### config.mk
export PLATFORM = sky130hd
export DESIGN_NAME = disp_pwr_seq
export DESIGN_NICKNAME = d
export VERILOG_FILES = /design/src/rtl/dseq_pkg.sv /design/src/rtl/dseq_settle.sv /design/src/rtl/dseq_ctrl.sv /design/src/rtl/dseq_dp.sv /design/src/rtl/disp_pwr_seq.sv
export SDC_FILE = /design/constraint.sdc
export NUM_CORES = 1
export LEC_CHECK = 0
export ABC_AREA = 1
export CORE_UTILIZATION = 26
export CTS_CLUSTER_SIZE = 40
export DETAILED_ROUTE_END_ITERATION = 10
export DONT_BUFFER_PORTS = 1
export PLACE_DENSITY = 0.39
export SLEW_MARGIN = 15
export SYNTH_ARGS = -nofsm -noshare
export SYNTH_HDL_FRONTEND = slang
export SYNTH_SLANG_ARGS = --single-unit
### constraint.sdc
create_clock -name clk -period 1.4 [get_ports clk]
set_clock_uncertainty 0.05 [all_clocks]
set_input_delay 0.14 -clock clk [delete_from_list [all_inputs] [get_ports clk]]
set_output_delay 0.14 -clock clk [all_outputs]
set_load 0.02 [all_outputs]
### src/rtl/dseq_pkg.sv
package dseq_pkg;
  localparam int NDOM   = 3;
  localparam int ADDR_W = 3;

  localparam logic [ADDR_W-1:0] A_EN    = 3'd0;
  localparam logic [ADDR_W-1:0] A_DIS   = 3'd1;
  localparam logic [ADDR_W-1:0] A_STAT  = 3'd2;
  localparam logic [ADDR_W-1:0] A_IEN   = 3'd3;
  localparam logic [ADDR_W-1:0] A_IDIS  = 3'd4;
  localparam logic [ADDR_W-1:0] A_IMASK = 3'd5;

  localparam int BIT_SOF  = 0;
  localparam int BIT_PEND = 3;

  typedef struct packed {
    logic [NDOM-1:0]   setDom;
    logic [NDOM-1:0]   clrDom;
    logic              maskOn;
    logic              maskOff;
    logic              statRd;
    logic              rdValid;
    logic [ADDR_W-1:0] rdSel;
  } dseq_strobe_t;
endpackage

### src/rtl/dseq_settle.sv
module dseq_settle #(
  parameter int SETTLE = 4
) (
  input  logic clk,
  input  logic rstN,
  input  logic setCmd,
  input  logic clrCmd,
  output logic reqQ,
  output logic upQ
);
  localparam int CNT_W = $clog2(SETTLE + 1);

  logic [CNT_W-1:0] cntQ;

  always_ff @(posedge clk or negedge rstN) begin
    if (!rstN) begin
      reqQ <= 1'b0;
      upQ  <= 1'b0;
      cntQ <= '0;
    end else if (clrCmd && reqQ) begin
      reqQ <= 1'b0;
      cntQ <= CNT_W'(SETTLE);
    end else if (setCmd && !reqQ) begin
      reqQ <= 1'b1;
      cntQ <= CNT_W'(SETTLE);
    end else if (cntQ != '0) begin
      cntQ <= cntQ - 1'b1;
      if (cntQ == CNT_W'(1)) upQ <= reqQ;
    end
  end

  p_cnt_bound_r3: assert property (@(posedge clk) disable iff (!rstN)
    cntQ <= CNT_W'(SETTLE));

  p_quiet_hold_r3: assert property (@(posedge clk) disable iff (!rstN)
    (cntQ == '0 && !setCmd && !clrCmd) |=> $stable(upQ));

  p_rise_needs_req_r6: assert property (@(posedge clk) disable iff (!rstN)
    $rose(upQ) |-> reqQ);

  p_fall_needs_release_r5: assert property (@(posedge clk) disable iff (!rstN)
    $fell(upQ) |-> !reqQ);
endmodule

### src/rtl/dseq_ctrl.sv
module dseq_ctrl
  import dseq_pkg::*;
#(
  parameter int DATA_W = 8
) (
  input  logic              regWr,
  input  logic              regRd,
  input  logic [ADDR_W-1:0] regAddr,
  input  logic [DATA_W-1:0] regWdata,
  input  logic [NDOM-1:0]   domStable,
  input  logic [NDOM-1:0]   domAny,
  output dseq_strobe_t      strb
);
  logic [NDOM-1:0] upOk;
  logic [NDOM-1:0] dnOk;
  logic [NDOM-1:0] cmdEn;
  logic [NDOM-1:0] cmdDis;
  logic            unusedBits;

  assign unusedBits = ^regWdata[DATA_W-1:NDOM] ^ domStable[NDOM-1] ^ domAny[0];

  for (genvar k = 0; k < NDOM; k++) begin : g_ok
    if (k == 0) begin : g_first
      assign upOk[k] = 1'b1;
    end else begin : g_up
      assign upOk[k] = domStable[k-1];
    end
    if (k == NDOM - 1) begin : g_last
      assign dnOk[k] = 1'b1;
    end else begin : g_dn
      assign dnOk[k] = ~domAny[k+1];
    end
  end

  always_comb begin
    cmdEn  = (regWr && regAddr == A_EN)  ? regWdata[NDOM-1:0] : '0;
    cmdDis = (regWr && regAddr == A_DIS) ? regWdata[NDOM-1:0] : '0;
    strb.setDom  = cmdEn & upOk;
    strb.clrDom  = cmdDis & dnOk;
    strb.maskOn  = regWr && regAddr == A_IEN  && regWdata[BIT_SOF];
    strb.maskOff = regWr && regAddr == A_IDIS && regWdata[BIT_SOF];
    strb.statRd  = regRd && regAddr == A_STAT;
    strb.rdValid = regRd;
    strb.rdSel   = regAddr;
  end
endmodule

### src/rtl/dseq_dp.sv
module dseq_dp
  import dseq_pkg::*;
#(
  parameter int DATA_W = 8,
  parameter int SETTLE = 4
) (
  input  logic              clk,
  input  logic              rstN,
  input  dseq_strobe_t      strb,
  input  logic              sofPulse,
  output logic [NDOM-1:0]   domReq,
  output logic [NDOM-1:0]   domUp,
  output logic [NDOM-1:0]   domStable,
  output logic [NDOM-1:0]   domAny,
  output logic              irqOut,
  output logic [DATA_W-1:0] regRdata
);
  logic              maskQ;
  logic              pendQ;
  logic [DATA_W-1:0] rdNext;

  for (genvar g = 0; g < NDOM; g++) begin : g_dom
    dseq_settle #(.SETTLE(SETTLE)) u_settle (
      .clk    (clk),
      .rstN   (rstN),
      .setCmd (strb.setDom[g]),
      .clrCmd (strb.clrDom[g]),
      .reqQ   (domReq[g]),
      .upQ    (domUp[g])
    );
  end

  assign domStable = domUp & domReq;
  assign domAny    = domUp | domReq;

  always_ff @(posedge clk or negedge rstN) begin
    if (!rstN) begin
      maskQ <= 1'b0;
      pendQ <= 1'b0;
    end else begin
      if (strb.maskOff)     maskQ <= 1'b0;
      else if (strb.maskOn) maskQ <= 1'b1;
      if (sofPulse)         pendQ <= 1'b1;
      else if (strb.statRd) pendQ <= 1'b0;
    end
  end

  assign irqOut = pendQ & maskQ;

  always_comb begin
    rdNext = '0;
    case (strb.rdSel)
      A_STAT: begin
        rdNext[NDOM-1:0] = domUp;
        rdNext[BIT_PEND] = pendQ;
      end
      A_IMASK: rdNext[BIT_SOF] = maskQ;
      default: rdNext = '0;
    endcase
  end

  always_ff @(posedge clk or negedge rstN) begin
    if (!rstN)             regRdata <= '0;
    else if (strb.rdValid) regRdata <= rdNext;
  end

  for (genvar g = 1; g < NDOM; g++) begin : g_chk
    p_chain_r4: assert property (@(posedge clk) disable iff (!rstN)
      domUp[g] |-> domUp[g-1]);
  end

  p_ack_clears_r7: assert property (@(posedge clk) disable iff (!rstN)
    (strb.statRd && !sofPulse) |=> !irqOut);

  p_irq_source_r9: assert property (@(posedge clk) disable iff (!rstN)
    $rose(irqOut) |-> ($past(sofPulse) || $past(strb.maskOn)));

  p_irq_drop_r8: assert property (@(posedge clk) disable iff (!rstN)
    strb.maskOff |=> !irqOut);
endmodule

### src/rtl/disp_pwr_seq.sv
module disp_pwr_seq
  import dseq_pkg::*;
#(
  parameter int DATA_W = 8,
  parameter int SETTLE = 4
) (
  input  logic              clk,
  input  logic              rstN,
  input  logic              regWr,
  input  logic              regRd,
  input  logic [2:0]        regAddr,
  input  logic [DATA_W-1:0] regWdata,
  output logic [DATA_W-1:0] regRdata,
  input  logic              sofPulse,
  output logic              irqOut,
  output logic [2:0]        domainReq,
  output logic [2:0]        domainUp
);
  dseq_strobe_t    strb;
  logic [NDOM-1:0] domStable;
  logic [NDOM-1:0] domAny;

  dseq_ctrl #(.DATA_W(DATA_W)) u_ctrl (
    .regWr     (regWr),
    .regRd     (regRd),
    .regAddr   (regAddr),
    .regWdata  (regWdata),
    .domStable (domStable),
    .domAny    (domAny),
    .strb      (strb)
  );

  dseq_dp #(.DATA_W(DATA_W), .SETTLE(SETTLE)) u_dp (
    .clk       (clk),
    .rstN      (rstN),
    .strb      (strb),
    .sofPulse  (sofPulse),
    .domReq    (domainReq),
    .domUp     (domainUp),
    .domStable (domStable),
    .domAny    (domAny),
    .irqOut    (irqOut),
    .regRdata  (regRdata)
  );
endmodule

==> results of run 1 <==
-- final cells by class --
type,instances,area (sq um)
clock buffer,4,45.04
fill,496,3090
inverter,26,97.59
multi-input combinational,102,580.6
sequential,21,525.5
tap,52,65.06
timing repair buffer,12,100.1
-- where the power goes --
group | total, W | switching [W] | internal [W]
combinational | 0.00137 | 0.000796 | 0.000578
sequential | 0.00103 | 0.000177 | 0.000852
clock | 0.000394 | 0.000192 | 0.000203
total | 0.00280 | 0.00117 | 0.00163
-- worst max-delay path, stage by stage --
cell	delay [ns]
dlygate4sd3_1	0.53
nand3_1	0.06
dlygate4sd3_1	0.55
o211ai_1	0.15
-- routing by layer --
metal / share of wire / track usage
met5: 0 / 0
met4: 0.0080 / 0.03333
met3: 0.044 / 0.03516
met2: 0.50 / 0.2011
met1: 0.44 / 0.1400
-- synthesized netlist by cell type (all sizes together) --
master   instances  area, sq um
nand3            9        50.05
a21oi            3        15.01
o21bai           1        7.510
o21ai            6        30.02
nor2            16        65.06
inv             26        97.59
dfrtp           21        525.5
o211ai           1        7.510
o2111ai          3        26.28
a31oi            1        6.260
ha               9        112.6
nor3b            3        22.52
xor2             3        26.28
nand4            4        25.02
nand2           39        156.4
buf             10        75.07
conb             1        3.750
-- timing repair --
item | CTS | global route
endpoints found under the setup margin | 0 | 3
hold buffers | 4 | 0
endpoints found under the hold margin | 23 | 0
gates resized for setup | 0 | 3
-- metrics by stage --
step	cells	utilization	hold slack (ns)	total power [W]
finish	217	0.3139	0.01932	0.002798
global route	217	0.3139	0.04576	0.003107
CTS	217	0.3106	0.01439	0.002828
detailed placement	209	0.2917	-0.2051	0.002390
global placement	209	0.2917	-0.2051	0.002342
floorplan	159	-	-0.2056	0.002107
-- flip-flops by register name, indices dropped and copies added, names as in the netlist --
register / count
u_dp.g_dom.u_settle.cntQ: 9
u_dp.regRdata: 4
u_dp.g_dom.u_settle.upQ: 3
u_dp.g_dom.u_settle.reqQ: 3
u_dp.pendQ: 1
u_dp.maskQ: 1
-- logic make-up (layout without fill, tap and decap cells) --
kind of cell,count (synthesis),after routing
flops,21,21
simple gates,71,71
fa+ha+maj,9,9
compound gates,15,15
buf+inv,36,42
xor+xnor,3,3
other cells,1,4
-- path summary, 6_finish.rpt --
check,from,end,slack (ns),cells after the start
max,regAddr[2],u_dp.regRdata[0]$_DFFE_PN0P_,0.10,4
min,regAddr[1],u_dp.maskQ$_DFFE_PN0P_,0.02,2
max reg2reg,u_dp.g_dom[1].u_settle.cntQ[0]$_DFFE_PN0P_,u_dp.g_dom[1].u_settle.cntQ[0]$_DFFE_PN0P_,0.12,6
min reg2reg,u_dp.g_dom[1].u_settle.cntQ[1]$_DFFE_PN0P_,u_dp.g_dom[1].u_settle.cntQ[1]$_DFFE_PN0P_,0.50,2
max in group asynchronous,rstN,u_dp.g_dom[0].u_settle.cntQ[0]$_DFFE_PN0P_,0.25,1
min in group asynchronous,rstN,u_dp.g_dom[2].u_settle.upQ$_DFFE_PN0P_,0.44,1
==> results.sh, run 1 <==
export IMPL_coreArea_sq_mm=0.004504
export IMPL_setup_viol=0
export IMPL_grt_pass1_vias=1005
export IMPL_diodes=0
export IMPL_max_cap_violations=0
export IMPL_cts_root_buf="clkbuf_8"
export IMPL_row_count=24
export IMPL_cts_tree="done"
export IMPL_die_h_um=71.41
export IMPL_cts_max_path_buffers=2
export IMPL_p_leak_nw=0.7484
export IMPL_ys_types=22
export IMPL_clkSlewWorstSetupHoldPaths_ns=0.08
export IMPL_remaining_drc_errors=1
export IMPL_clkSinkCount=21
export IMPL_synth_cells=156
export IMPL_initial_core_util=0.2781
export IMPL_critPathKind="in2reg"
export IMPL_hold_viol=0
export IMPL_boundaryPins=31
export IMPL_synthAdderAreaFrac=0.08991
export IMPL_grt_use_total=0.1164
export IMPL_ys_seq_area_frac=0.4196
export IMPL_yosys_area_share_simple=0.2547
export IMPL_min_period_over_period=0.9264
export IMPL_synth_mux_area_fraction=0
export IMPL_violations="design-rule violations"
export IMPL_post_route_cell_area_sq_mm=0.001414
export IMPL_drv_slew=0
export IMPL_yosys_warnings=0
export IMPL_ir_drop_v=0.0007175
export IMPL_grt_start_max_net_pins=22
export IMPL_layout_min_cycle_time_ns=1.297
export IMPL_status="finished with violations"
export IMPL_die_w_um=71.41
export IMPL_worst_ep_required_time_ns=1.53
export IMPL_h_tree_depth=1
export IMPL_final_cell_mix="35 x nand2_1, 25 x inv_1, 21 x dfrtp_1"
export IMPL_worst_slack_ns=0.1030
export IMPL_grt_pass1_wl_mm=4.498
export IMPL_hp_class="in2reg"
export IMPL_power_density_mw_per_mm2=1979
export IMPL_place_port_buffers=0
export IMPL_insertion_delay_ns=0.26
export IMPL_syn_area_sq_mm=0.001252
export IMPL_wirelength_mm=2.614
export IMPL_fp_dieArea_sq_mm=0.005099
export IMPL_detail_route_antenna_nets=0
export IMPL_synth_seq_cells=21
export IMPL_cp_arrival_ns=1.43
export IMPL_viasPerCell=4.419
export IMPL_place_ws_ns=0.05487
export IMPL_synth_compound_area_share=0.07393
export IMPL_layout_commonest_cell="nand2_1"
export IMPL_dp_hpwl_mm=2.100
export IMPL_grt_antenna_before_repair=0
export IMPL_rsz0062_at_grt="false"
export IMPL_fmax_mhz=771.0
export IMPL_cts_setup_buffers=0
export IMPL_path_max_fanout=3
export IMPL_drtIter0Drc=18
export IMPL_syn_area_per_cell_sq_um=8.029
export IMPL_start_kind="input port"
export IMPL_tightestPinTransition_ns=1.003
export IMPL_overflow=0
export IMPL_synth_top_family_by_area="simple AND/OR/NAND/NOR gates"
export IMPL_slew_headroom=0.3293
export IMPL_nNetsFinal=191
export IMPL_drt_pre_antenna_iters=7
export IMPL_drive_gt1_frac=0.1333
export IMPL_gp_routability_congestion=0.7314
export IMPL_via_count=959
export IMPL_finalSetupTns_ns=0
export IMPL_synth_xor_area_share=0.02098
export IMPL_post_drt_wl_per_cell_um=12.05
export IMPL_place_area_sq_mm=0.001314
export IMPL_cts_buffers=3
export IMPL_syn_to_final_growth_pct=12.89
export IMPL_cp_end_kind="flop"
Note: power is estimated with default switching activity, not from simulation.
==> run 2, diff against run 1 <==
Settings changed: ABC_AREA 1 to default.
==> run 2 against run 1 <==
Against the previous run: the run still ends with design-rule violations left; largest cell class unchanged; fmax fell by 3.2%; global-route usage fell by 0.96 points; critical endpoint is now u_dp.g_dom[2].u_settle.upQ$_DFFE_PN0P_; register-to-register slack got worse by 0.06 ns; final cell count fell by 12%; setup slack got worse by 0.043 ns; die area fell by 1.7%; area after synthesis fell by 1.8%; clock power rose by 4%; sequential share of layout area fell by 0.58 points; design area rose by 1.6%.
==> results.sh, run 2 <==
export IMPL_status="finished with violations"
export IMPL_violations="design-rule violations"
export IMPL_final_cell_mix="21 x dfrtp_1, 13 x buf_4, 9 x inv_1"
export IMPL_grt_pass1_vias=880
export IMPL_h_tree_depth=1
export IMPL_cts_tree="done"
export IMPL_hold_slack_ns=0.01259
export IMPL_row_count=24
export IMPL_cts_max_path_buffers=2
export IMPL_syn_to_final_growth_pct=16.79
export IMPL_remaining_drc_errors=6
export IMPL_via_count=897
export IMPL_start_kind="flop"
export IMPL_coreArea_sq_mm=0.004444
export IMPL_ys_seq_area_frac=0.4273
export IMPL_syn_area_per_cell_sq_um=9.999
export IMPL_synth_top_area_frac=0.4273
export IMPL_diodes=0
export IMPL_yosysMostFrequentCell="dfrtp_1"
export IMPL_drt_pre_antenna_iters=9
export IMPL_synth_common_cells="21 x dfrtp_1, 11 x inv_1, 10 x buf_4"
export IMPL_overflow=0
export IMPL_critPathKind="reg2reg"
export IMPL_wirelength_mm=2.467
export IMPL_hold_viol=0
export IMPL_fmax_mhz=746.2
export IMPL_min_to="u_dp.g_dom[2].u_settle.cntQ[2]$_DFFE_PN0P_"
export IMPL_insertion_delay_ns=0.26
export IMPL_viasPerCell=4.721
export IMPL_boundaryPins=31
export IMPL_worst_ep_required_time_ns=1.56
export IMPL_cts_buffers=3
export IMPL_yosys_warnings=0
export IMPL_fp_dieArea_sq_mm=0.005010
export IMPL_instances_no_fill=190
export IMPL_grt_util_met3=0.02991
export IMPL_hp_class="in2reg"
export IMPL_dp_hpwl_mm=1.947
export IMPL_reg2reg_from="u_dp.g_dom[2].u_settle.cntQ[0]$_DFFE_PN0P_"
export IMPL_drtIter0Drc=21
export IMPL_min_delay_path_depth=2
export IMPL_reg2reg_depth=6
export IMPL_clkSinkCount=21
export IMPL_reg_largest_list="u_dp.g_dom.u_settle.cntQ (9), u_dp.regRdata (4)"
export IMPL_rr_endpoint="u_dp.g_dom[2].u_settle.upQ$_DFFE_PN0P_"
export IMPL_die_w_um=70.78
export IMPL_setup_viol=0
export IMPL_path_max_fanout=3
export IMPL_cts_root_buf="clkbuf_8"
export IMPL_async_reset_ff_frac=1.000
export IMPL_cp_arrival_ns=1.50
export IMPL_grt_use_total=0.1069
export IMPL_ys_types=35
export IMPL_grt_start_max_net_pins=22
export IMPL_min_period_over_period=0.9572
export IMPL_layout_min_cycle_time_ns=1.340
export IMPL_cp_end_kind="flop"
export IMPL_syn_area_sq_mm=0.001230
export IMPL_place_port_buffers=0
export IMPL_yosys_most_used_dff="dfrtp_1"
export IMPL_grt_busiest_layer="met2"
export IMPL_synth_edf_count=0
export IMPL_max_cap_violations=0
export IMPL_regMostFlops="u_dp.g_dom.u_settle.cntQ"
export IMPL_grt_pass1_wl_mm=4.133
export IMPL_nNetsFinal=164
export IMPL_post_drt_wl_per_cell_um=12.98
export IMPL_grt_antenna_before_repair=0
export IMPL_grt_util_met2=0.1838
export IMPL_largest_register_ffs=9
export IMPL_worstHoldStart="regWdata[2]"
export IMPL_synth_seq_cells=21
export IMPL_place_area_sq_mm=0.001324
export IMPL_drive_gt1_frac=0.2174
export IMPL_drv_slew=0
export IMPL_ir_drop_v=0.0003556
export IMPL_detail_route_antenna_nets=0
export IMPL_initial_core_util=0.2767
export IMPL_place_inst=180
export IMPL_power_density_mw_per_mm2=1882
export IMPL_synth_cells=123
export IMPL_yosys_top_cells_area="dfrtp_1 43%, ha_1 9.2%, buf_4 6.1%, o21ai_0 3.7%, inv_1 3.4%"
export IMPL_layout_commonest_cell="dfrtp_1"
export IMPL_gp_routability_congestion=0.7612
export IMPL_die_h_um=70.78
export IMPL_p_leak_nw=0.6864
export IMPL_r2r_slack_ns=0.06
export IMPL_clkSlewWorstSetupHoldPaths_ns=0.08
export IMPL_nFillCells=466
export IMPL_post_route_cell_area_sq_mm=0.001436
export IMPL_grt_util_met1=0.1243
export IMPL_yosysTopAreaCell="dfrtp_1"
export IMPL_rsz0062_at_grt="false"
-- run 2: cell count changes after synthesis, sizes merged, moves of 5 or more --
| cell | before | now |
|---|---|---|
| nand3 | 9 | 4 |
| nand2 | 39 | 8 |
| and2 | 0 | 5 |
| o21ai | 6 | 11 |
| nor2 | 16 | 8 |
| inv | 26 | 11 |
-- run 2: worst max-delay path, stage by stage, from the launching register on --
cell and delay (ns):
dfrtp_1 0.37, inv_2 0.05, ha_2 0.18, or3b_4 0.40
a21oi_2 0.10, o21ai_1 0.06, nand2_1 0.06
-- run 2: timing repair --
item / CTS / global route
gates resized for setup: 2 / 5
hold buffers: 4 / 1
endpoints found under the setup margin: 1 / 2
hold endpoints to repair: 24 / 21
setup buffers: 0 / 1
pin swaps: 0 / 2
-- run 2: layout make-up --
cell class / instances / area [sq um] / share of cell area
multi-input cells: 84 / 615.6 / 0.4286
flip-flops and latches: 21 / 525.5 / 0.3659
repair buffers: 18 / 142.6 / 0.09930
well taps: 52 / 65.06 / 0.04530
clock buffers: 3 / 41.29 / 0.02875
inverters: 11 / 41.29 / 0.02875
clock inverters: 1 / 5.005 / 0.003484
-- run 2: per-stage QoR --
step | total power (W) | setup WS, ns | TNS [ns] | util
after floorplan | 0.001968 | 0.008653 | 0 | -
after global placement | 0.002196 | -0.02005 | -0.02005 | 0.2979
after detailed placement | 0.002245 | -0.05446 | -0.05446 | 0.2979
after CTS | 0.002702 | 0.02896 | 0 | 0.3178
after global routing | 0.002953 | 0.009688 | 0 | 0.3232
final | 0.002703 | 0.05989 | 0 | 0.3232
-- run 2: worst max-delay path by stage --
stage | start | end | slack, ns | cells after the start
2_1_floorplan | u_dp.g_dom[2].u_settle.cntQ[0]$_DFFE_PN0P_ | u_dp.g_dom[2].u_settle.upQ$_DFFE_PN0P_ | 0.009 | 6
3_3_place_gp | u_dp.g_dom[2].u_settle.cntQ[1]$_DFFE_PN0P_ | u_dp.g_dom[2].u_settle.upQ$_DFFE_PN0P_ | -0.02 | 6
3_5_place_dp | u_dp.g_dom[2].u_settle.cntQ[1]$_DFFE_PN0P_ | u_dp.g_dom[2].u_settle.upQ$_DFFE_PN0P_ | -0.05 | 6
4_1_cts | u_dp.g_dom[2].u_settle.cntQ[0]$_DFFE_PN0P_ | u_dp.g_dom[2].u_settle.upQ$_DFFE_PN0P_ | 0.03 | 6
5_1_grt | u_dp.g_dom[2].u_settle.cntQ[1]$_DFFE_PN0P_ | u_dp.g_dom[2].u_settle.upQ$_DFFE_PN0P_ | 0.01 | 5
6_report | u_dp.g_dom[2].u_settle.cntQ[0]$_DFFE_PN0P_ | u_dp.g_dom[2].u_settle.upQ$_DFFE_PN0P_ | 0.06 | 6
-- run 2: logic make-up after synthesis --
logic type               share of synthesized area
XOR/XNOR                                   0.02137
other                                     0.003049
adder cells (fa/ha/maj)                    0.09156
flip-flops                                  0.4273
multiplexers                              0.009155
buffers and inverters                      0.09461
AND/OR/NAND/NOR                             0.2106
AO/OA/AOI/OAI                               0.1424
-- run 2: routing by layer --
layer  wire length, um  vias up
met3               124        2
li1                  -      443
met4                17        0
met1              1043      433
met2              1282       19
met5                 0        -
-- run 2: power breakdown --
part	switching, W	total (W)	internal [W]
sequential	0.000165	0.00101	0.000844
combinational	0.000669	0.00128	0.000615
clock	0.000212	0.000410	0.000198
total	0.00105	0.00270	0.00166
==> run 3, diff against run 2 <==
--- a/constraint.sdc
+++ b/constraint.sdc
@@ -4,2 +4,2 @@
 set_output_delay 0.14 -clock clk [all_outputs]
-set_load 0.02 [all_outputs]
+set_load 0.05 [all_outputs]
==> run 3 against run 2 <==
Against the previous run: the run still ends with design-rule violations left; clock-buffer cell count rose by 1; sequential power hardly changed; die area stayed put; clock power down 2%; first-iteration DRC count is 57% higher; global-route usage is 0.45 points higher; final cell count grew 2.1%; fmax increased by 0.29%; wire length is 1.3% higher; worst hold slack worse by 0.00063 ns.
==> results.sh, run 3 (synthesis results as in run 2) <==
export IMPL_overflow=0
export IMPL_slew_headroom=0.3069
export IMPL_hold_slack_ns=0.01196
export IMPL_insertion_delay_ns=0.25
export IMPL_r2r_slack_ns=0.06
export IMPL_max_stage_delay_ns=0.35
export IMPL_reg_largest_list="u_dp.g_dom.u_settle.cntQ (9), u_dp.regRdata (4)"
export IMPL_dp_hpwl_mm=1.960
export IMPL_layout_commonest_cell="dfrtp_1"
export IMPL_diodes=0
export IMPL_worst_ep_required_time_ns=1.49
export IMPL_place_port_buffers=0
export IMPL_drive_gt1_frac=0.2113
export IMPL_cts_max_path_buffers=2
export IMPL_grt_pass1_wl_mm=4.409
export IMPL_critPathKind="reg2reg"
export IMPL_boundaryPins=31
export IMPL_cts_buffers=3
export IMPL_largest_register_ffs=9
export IMPL_cts_tree="done"
export IMPL_fp_dieArea_sq_mm=0.005010
export IMPL_nFillCells=462
export IMPL_drtIter0Drc=33
export IMPL_initial_core_util=0.2767
export IMPL_grt_pass1_vias=953
export IMPL_path_max_fanout=3
export IMPL_via_count=936
export IMPL_cts_root_buf="clkbuf_8"
export IMPL_cp_arrival_ns=1.43
export IMPL_cp_end_kind="flop"
export IMPL_grt_start_max_net_pins=22
export IMPL_worst_slack_ns=0.06378
export IMPL_fmax_mhz=748.4
export IMPL_drv_slew=0
export IMPL_clkSinkCount=21
export IMPL_die_h_um=70.78
export IMPL_remaining_drc_errors=2
export IMPL_row_count=24
export IMPL_drt_pre_antenna_iters=9
export IMPL_h_tree_depth=1
export IMPL_total_power_w=0.002931
export IMPL_p_leak_nw=0.7086
export IMPL_coreArea_sq_mm=0.004444
export IMPL_min_period_over_period=0.9544
export IMPL_die_w_um=70.78
export IMPL_nNetsFinal=168
export IMPL_hp_class="in2reg"
export IMPL_setup_viol=0
export IMPL_start_kind="flop"
export IMPL_viasPerCell=4.825
export IMPL_clkSlewWorstSetupHoldPaths_ns=0.08
export IMPL_cp_num_buf_inv=1
export IMPL_gp_routability_congestion=0.7204
export IMPL_wirelength_mm=2.500
export IMPL_layout_min_cycle_time_ns=1.336
export IMPL_power_density_mw_per_mm2=2008
export IMPL_status="finished with violations"
export IMPL_grt_antenna_before_repair=0
export IMPL_max_cap_violations=0
export IMPL_regMostFlops="u_dp.g_dom.u_settle.cntQ"
export IMPL_hold_viol=0
export IMPL_slowest_stage="dfrtp_1"
export IMPL_worstPathCellList="inv_1, ha_1, nor2_1, nand4_1, mux2_1"
export IMPL_place_ws_ns=-0.04156
export IMPL_violations="design-rule violations"
export IMPL_tightestPinTransition_ns=1.036
export IMPL_crit_family="flip-flops"
export IMPL_ir_drop_v=0.0005421
export IMPL_detail_route_antenna_nets=0
export IMPL_syn_to_final_growth_pct=18.72
export IMPL_post_drt_wl_per_cell_um=12.89
export IMPL_cts_setup_buffers=0
export IMPL_grt_use_total=0.1113
export IMPL_final_cell_mix="21 x dfrtp_1, 18 x buf_4, 9 x inv_1"
export IMPL_final_util=0.3285
==> run 3: cell types whose count changed in the layout (fill, tap and decap cells not counted), sizes merged <==
cell,change
clkbuf,+1
clkinv,-1
buf,+4
==> run 3: through the flow <==
| step | instances | setup TNS (ns) | instance area, sq um |
|---|---|---|---|
| 2_1_floorplan | 126 | 0 | 1244 |
| 3_3_place_gp | 186 | -0.01382 | 1369 |
| 3_5_place_dp | 186 | -0.04156 | 1369 |
| 4_1_cts | 194 | 0 | 1456 |
| 5_1_grt | 194 | -0.01042 | 1460 |
| 6_report | 194 | 0 | 1460 |
==> run 3: report_power, final <==
part	internal, W	leakage, nW	total (W)	switching (W)
logic	0.000629	0.433	0.00152	0.000895
registers	0.000844	0.252	0.00101	0.000164
clock network	0.000202	0.0228	0.000400	0.000197
==> run 3: worst paths after layout <==
kind / cells past startpoint / to / start
worst max-delay path: 5 / u_dp.g_dom[1].u_settle.upQ$_DFFE_PN0P_ / u_dp.g_dom[1].u_settle.cntQ[0]$_DFFE_PN0P_
worst min-delay path: 2 / u_dp.g_dom[0].u_settle.cntQ[2]$_DFFE_PN0P_ / regWdata[0]
worst max register to register: 5 / u_dp.g_dom[1].u_settle.upQ$_DFFE_PN0P_ / u_dp.g_dom[1].u_settle.cntQ[0]$_DFFE_PN0P_
worst min register to register: 1 / u_dp.regRdata[2]$_DFFE_PN0P_ / u_dp.regRdata[2]$_DFFE_PN0P_
max in group asynchronous: 1 / u_dp.g_dom[1].u_settle.cntQ[0]$_DFFE_PN0P_ / rstN
min in group asynchronous: 1 / u_dp.regRdata[0]$_DFFE_PN0P_ / rstN
==> run 3: per-layer routing <==
metal | global-route usage | share of wire
met1 | 0.1348 | 0.45
met5 | 0 | 0
met2 | 0.1902 | 0.48
met4 | 0.04000 | 0.013
met3 | 0.02991 | 0.055
==> run 3: cell type report <==
type | count | area, sq um | share of cell area
Clock buffer | 4 | 45.04 | 0.03085
Inverter | 11 | 41.29 | 0.02828
Multi-Input combinational cell | 84 | 608.1 | 0.4165
Sequential cell | 21 | 525.5 | 0.3599
Tap cell | 52 | 65.06 | 0.04456
Timing Repair Buffer | 22 | 175.2 | 0.1200
==> run 3: what timing repair did <==
item	CTS	global route
hold buffers	4	0
pin swaps	0	1
setup endpoints to repair	1	2
resized for setup	1	2
hold endpoints to repair	24	0
==> run 3: worst register-to-register path: stages (launching register included) <==
cell,delay (ns)
dfrtp_1,0.35
inv_1,0.07
ha_1,0.22
nor2_1,0.11
nand4_1,0.11
mux2_1,0.31
